### src/rtl/fpx_pkg.sv
package fpx_pkg;

    // Width of every exception field; bit order inside: 4 invalid .. 0 inexact
    localparam int EXC_W    = 5;
    // Field anchors inside the status word
    localparam int CUR_LSB  = 0;
    localparam int ACC_LSB  = 5;
    localparam int ENA_LSB  = 23;
    localparam int TTYP_BIT = 14;
    // Smallest status width that holds every field
    localparam int STAT_MIN = ENA_LSB + EXC_W;

    typedef logic [EXC_W-1:0] exc_vec_t;

    typedef enum logic [2:0] {
        EXC_NX = 3'd0,
        EXC_DZ = 3'd1,
        EXC_UF = 3'd2,
        EXC_OF = 3'd3,
        EXC_NV = 3'd4
    } exc_pos_e;

    typedef struct packed {
        logic     trap;
        exc_vec_t report;
    } exc_decision_t;

    function automatic exc_vec_t field_of(input logic [63:0] word, input int lsb);
        return word[lsb +: EXC_W];
    endfunction

endpackage

### src/rtl/fpx_trap_select.sv
module fpx_trap_select
    import fpx_pkg::*;
(
    input  exc_vec_t      raised,
    input  exc_vec_t      enables,
    output exc_decision_t decision
);

    exc_vec_t hit;
    exc_vec_t pick;

    assign hit = raised & enables;

    // Highest-numbered enabled cause wins; each bit is blocked by any above it
    for (genvar i = 0; i < EXC_W; i++) begin : g_pri
        if (i == EXC_W - 1) begin : g_top
            assign pick[i] = hit[i];
        end else begin : g_low
            assign pick[i] = hit[i] & ~(|hit[EXC_W-1:i+1]);
        end
    end

    always_comb begin
        decision.trap   = |hit;
        decision.report = decision.trap ? pick : raised;
    end

endmodule

### src/rtl/fpx_status_merge.sv
module fpx_status_merge
    import fpx_pkg::*;
#(
    parameter int STAT_W = 32
) (
    input  logic [STAT_W-1:0] stat_in,
    input  exc_decision_t     decision,
    output logic [STAT_W-1:0] stat_next
);

    always_comb begin
        stat_next = stat_in;
        stat_next[CUR_LSB +: EXC_W] = decision.report;
        if (decision.trap) begin
            stat_next[TTYP_BIT] = 1'b1;
        end else begin
            stat_next[ACC_LSB +: EXC_W] = stat_in[ACC_LSB +: EXC_W] | decision.report;
        end
    end

endmodule

### src/rtl/fpx_pc_step.sv
module fpx_pc_step #(
    parameter int PC_W    = 64,
    parameter int PC_STEP = 4
) (
    input  logic            advance,
    input  logic [PC_W-1:0] pc_cur,
    input  logic [PC_W-1:0] pc_nxt,
    output logic [PC_W-1:0] pc_cur_n,
    output logic [PC_W-1:0] pc_nxt_n
);

    localparam logic [PC_W-1:0] STEP_V = PC_W'(PC_STEP);

    always_comb begin
        if (advance) begin
            pc_cur_n = pc_nxt;
            pc_nxt_n = pc_nxt + STEP_V;
        end else begin
            pc_cur_n = pc_cur;
            pc_nxt_n = pc_nxt;
        end
    end

endmodule

### src/rtl/fp_exc_recorder.sv
module fp_exc_recorder
    import fpx_pkg::*;
#(
    parameter int STAT_W  = 32,
    parameter int PC_W    = 64,
    parameter int PC_STEP = 4
) (
    input  logic              clk,
    input  logic              rst,
    input  logic              upd_valid,
    input  logic [4:0]        exc_raised,
    input  logic [STAT_W-1:0] stat_in,
    input  logic [PC_W-1:0]   pc_in,
    input  logic [PC_W-1:0]   npc_in,
    output logic [STAT_W-1:0] status_o,
    output logic [PC_W-1:0]   pc_o,
    output logic [PC_W-1:0]   npc_o,
    output logic              trap_o,
    output logic              ok_o
);

    initial begin
        if (STAT_W < STAT_MIN) $error("STAT_W too small for the enable field");
    end

    exc_decision_t     dec;
    logic [STAT_W-1:0] stat_nx;
    logic [PC_W-1:0]   pc_nx;
    logic [PC_W-1:0]   npc_nx;

    fpx_trap_select u_sel (
        .raised   (exc_raised),
        .enables  (stat_in[ENA_LSB +: EXC_W]),
        .decision (dec)
    );

    fpx_status_merge #(.STAT_W(STAT_W)) u_merge (
        .stat_in   (stat_in),
        .decision  (dec),
        .stat_next (stat_nx)
    );

    fpx_pc_step #(.PC_W(PC_W), .PC_STEP(PC_STEP)) u_pc (
        .advance  (~dec.trap),
        .pc_cur   (pc_in),
        .pc_nxt   (npc_in),
        .pc_cur_n (pc_nx),
        .pc_nxt_n (npc_nx)
    );

    always_ff @(posedge clk) begin
        if (rst) begin
            status_o <= '0;
            pc_o     <= '0;
            npc_o    <= '0;
            trap_o   <= 1'b0;
            ok_o     <= 1'b0;
        end else begin
            trap_o <= upd_valid &  dec.trap;
            ok_o   <= upd_valid & ~dec.trap;
            if (upd_valid) begin
                status_o <= stat_nx;
                pc_o     <= pc_nx;
                npc_o    <= npc_nx;
            end
        end
    end

endmodule

### config.mk
export PLATFORM = sky130hd
export DESIGN_NAME = fp_exc_recorder
export DESIGN_NICKNAME = d
export VERILOG_FILES = /design/src/rtl/fpx_pkg.sv /design/src/rtl/fpx_trap_select.sv /design/src/rtl/fpx_status_merge.sv /design/src/rtl/fpx_pc_step.sv /design/src/rtl/fp_exc_recorder.sv
export SDC_FILE = /design/constraint.sdc
export NUM_CORES = 1
export LEC_CHECK = 0
export BUFFER_PORTS_ARGS = -buffer_cell sky130_fd_sc_hd__buf_2
export CAP_MARGIN = 20
export CORE_ASPECT_RATIO = 0.8
export CORE_UTILIZATION = 50
export CTS_BUF_LIST = sky130_fd_sc_hd__clkbuf_2
export DETAILED_ROUTE_END_ITERATION = 16
export PLACE_DENSITY_LB_ADDON = 0.3
export SKIP_LAST_GASP = 1
export SLEW_MARGIN = 20
export SYNTH_ARGS = -nofsm -noshare
export SYNTH_HDL_FRONTEND = slang
export SYNTH_SLANG_ARGS = --single-unit
### constraint.sdc
create_clock -name clk -period 3.11 [get_ports clk]
set_input_delay 0.933 -clock clk [delete_from_list [all_inputs] [get_ports clk]]
set_output_delay 0.933 -clock clk [all_outputs]
set_load 0.05 [all_outputs]
==> key figures <==
Global route
  – Layer with the highest usage: met2
  – Total track usage: 0.295
  – First-pass GRT wire length: 37.6 mm
  – Initial antenna violation count: 0
  – Met3 Use GR: 0.0770
  – Routing usage on met1: 0.383
  – Largest net degree at the start of global routing: 86
  – Remaining Overflow, GRT: 0
  – Vias in the first global route: 7422
  – Global Route met2 Usage: 0.489

Place
  – Port Buffers: around 320
  – Cell Area, Placed: 0.00951 mm^2
  – RePlAce Congestion: ~0.84
  – Post-DP HPWL: between 15 and 20 mm

Power and ir drop
  – Pint: around 3.2 mW
  – Sequential Power Share: 0.458
  – PwrDens: a little over 500 mW/mm^2
  – Sw Share: 0.361
  – Psw: about 1.8 mW
  – Clock share of power: 0.276
  – Combinational power share: 0.267
  – VDD IR max: 0.368 mV
  – Leakage: ~4.4 nW

Clock tree
  – Cts repair resizes: 0
  – Postcts setup bufs: 0
  – CTS Buf Count: 17
  – H-tree depth: 4
  – TritonCTS clock tree: yes
  – Sink Count: 162
  – Longest Clk Path Bufs: 2
  – Post-CTS Hold Buffers: 0
  – Root buf cell: clkbuf_2
  – Clock latency on the worst-skew pair: 720 ps
  – Clock Pin Slew Worst Setup and Hold Paths: roughly 240 ps

Layout
  – Ant. Diodes: 0
  – Post-layout instance area: a little under 0.01 mm^2
  – Fin nets: 1419
  – Layout Area Growth over Synthesis: 27.9%
  – Register Area: approximately 0.0032 mm^2
  – Final Util: 0.654
  – Area of the multi-input gates: between 0.004 and 0.005 mm^2
  – Most frequent cells in the layout: buf_2 (322), nand2_1 (165), dfxtp_1 (162)
  – Layout cells sized above 1: 0.316
  – Fillcell total: 1336
  – Most common cell after layout, fill and taps aside: buf_2

Yosys
  – Yosys reg bits: ~160
  – Post-synthesis instance total: 954
  – Synthesized area: around 0.0077 mm^2
  – Post-synth cell types: between 50 and 60
  – Sequential area share after synthesis: 0.423
  – Area contributors post-synth: dfxtp_1 (42%), a311oi_1 (9.9%), nand2_1 (8.1%)
  – Mapped Avg Cell Area: 8.04 um^2
  – Cell taking the most area after synthesis: dfxtp_1
  – Syn_nets: 1123
  – Yosys warnings: 0
  – Top cell type's share of synthesized area: 0.423

Critical path
  – Crit Path Max Fanout: 17
  – Critical path data arrival time: roughly 3200 ps
  – CP Class: in -> reg
  – Critical Path End Type: flip-flop
  – Crit path required time: around 3800 ps
  – Critical path launch point type: primary input

STA
  – Minimum clock period: 2510 ps
  – Period utilization: 0.808
  – F_max: ~0.4 GHz
  – Rel. slew slack: 0.556
  – Slew Limit Fails: 0
  – Setup TNS: 0 ps
  – Final hold violation count: 0
  – Fin Hold WS: between 400 and 500 ps
  – Worst-Margin Slew: 666 ps
  – RSZ-0062 raised after global routing: no
  – Final setup viols: 0
  – Clock skew: 0 ps

Floorplan
  – Initial Utilization: 0.511
  – DIE WIDTH: ~140 um
  – Die ar.: approximately 0.016 mm^2
  – Ports: 330
  – Core Area: approximately 0.015 mm^2
  – Die Height: between 100 and 150 um
  – Std-Cell Rows: 40

Routing
  – Antenna Nets Post-Route: 0
  – Drt drc: 0
  – DR pass1 iterations: 5
  – Routed WL: about 24 mm
  – Initial DRC Count: around 530
  – Vias per cell: ~5.7
  – DR WL/cell: 16.4 um
  – Routed via count: 8243

Job
  – Max_cap viols: 0

Run status
  – Status: completed

Min path
  – Hold Path Class: in -> reg
==> synthesized netlist by cell type (all sizes together) <==
| library cell | count |
|---|---|
| a222oi | 1 |
| o32ai | 1 |
| or4 | 10 |
| a2111oi | 1 |
| inv | 9 |
| ha | 1 |
| and3 | 18 |
| a22oi | 2 |
| o31a | 1 |
| nor4b | 2 |
| a22o | 2 |
| and4 | 12 |
| a311o | 1 |
| o311ai | 1 |
| dfxtp | 162 |
| a21boi | 1 |
| a31oi | 1 |
| nor2b | 1 |
| or2 | 1 |
| nand3 | 27 |
| o31ai | 8 |
| o21ai | 14 |
| xnor2 | 20 |
| nor2 | 160 |
| a311oi | 87 |
| o2111ai | 1 |
| nor3 | 18 |
| o211ai | 3 |
| nor4 | 16 |
| and2 | 4 |
| and4bb | 1 |
| or3b | 1 |
| a21oi | 9 |
| clkbuf | 68 |
| a211oi | 38 |
| xor2 | 9 |
| mux2i | 23 |
| a211o | 2 |
| or3 | 13 |
| nand2 | 166 |
| nand4 | 23 |
| buf | 12 |
| o21a | 1 |
| a32oi | 2 |
==> worst max-delay path, stage by stage <==
cell and delay [ps]:
buf_2 120, a222oi_1 470, buf_4 220, nand4_4 70, or4_4 560, or4_1 510, a311oi_1 270
==> final timing paths <==
path | cells after the start | to | slack, ps | from
worst max-delay path | 7 | npc_o[59]$_SDFFE_PP0P_ | 600 | stat_in[25]
worst min-delay path | 3 | status_o[22]$_SDFFE_PP0P_ | 410 | stat_in[22]
worst max register to register | 3 | npc_o[62]$_SDFFE_PP0P_ | 2100 | npc_o[62]$_SDFFE_PP0P_
worst min register to register | 2 | status_o[4]$_SDFFE_PP0P_ | 480 | status_o[4]$_SDFFE_PP0P_
==> state kept, by name, indices dropped and copies added, names as in the netlist <==
| register | flops |
|---|---|
| ok_o | 1 |
| trap_o | 1 |
| status_o | 32 |
| pc_o | 64 |
| npc_o | 64 |
==> layout make-up <==
cell class / instances / share of cell area
clock inverters: 12 / 0.0207
repair buffers: 357 / 0.195
clock buffers: 20 / 0.0102
multi-input cells: 703 / 0.416
well taps: 189 / 0.0241
flip-flops and latches: 162 / 0.330
inverters: 9 / 0.00344
==> stage by stage <==
step                std cells  total power, mW  worst slack [ps]
floorplan                 954             3.26               204
global placement         1420             3.66              -163
detailed placement       1420             3.68              -187
CTS                      1452             5.06               614
global route             1452             5.25               519
finish                   1452             5.03               598
==> per-layer routing <==
layer	vias up	routed length, um
met4	0	267
met5	-	0
met2	302	11200
met1	3856	10500
met3	24	1830
li1	4061	-
==> power groups by stage <==
stage          clock network [mW]  logic, mW  registers [mW]
6_report                     1.39       1.34            2.30
5_1_grt                      1.50       1.43            2.32
4_1_cts                      1.42       1.34            2.30
3_5_place_dp                    0       1.34            2.34
3_3_place_gp                    0       1.32            2.34
2_1_floorplan                   0      0.393            2.86
==> kinds of logic (layout without fill, tap and decap cells) <==
| family | count (synthesis) | in the layout | share of synthesized area |
|---|---|---|---|
| AND/OR/NAND/NOR | 473 | 473 | 0.285 |
| AO/OA/AOI/OAI | 177 | 177 | 0.183 |
| flip-flops | 162 | 162 | 0.423 |
| buffers and inverters | 89 | 398 | 0.0453 |
| XOR/XNOR | 29 | 29 | 0.0331 |
| multiplexers | 23 | 23 | 0.0300 |
| adder cells (fa/ha/maj) | 1 | 1 | 0.00163 |
(Power assumes the default switching activity.)
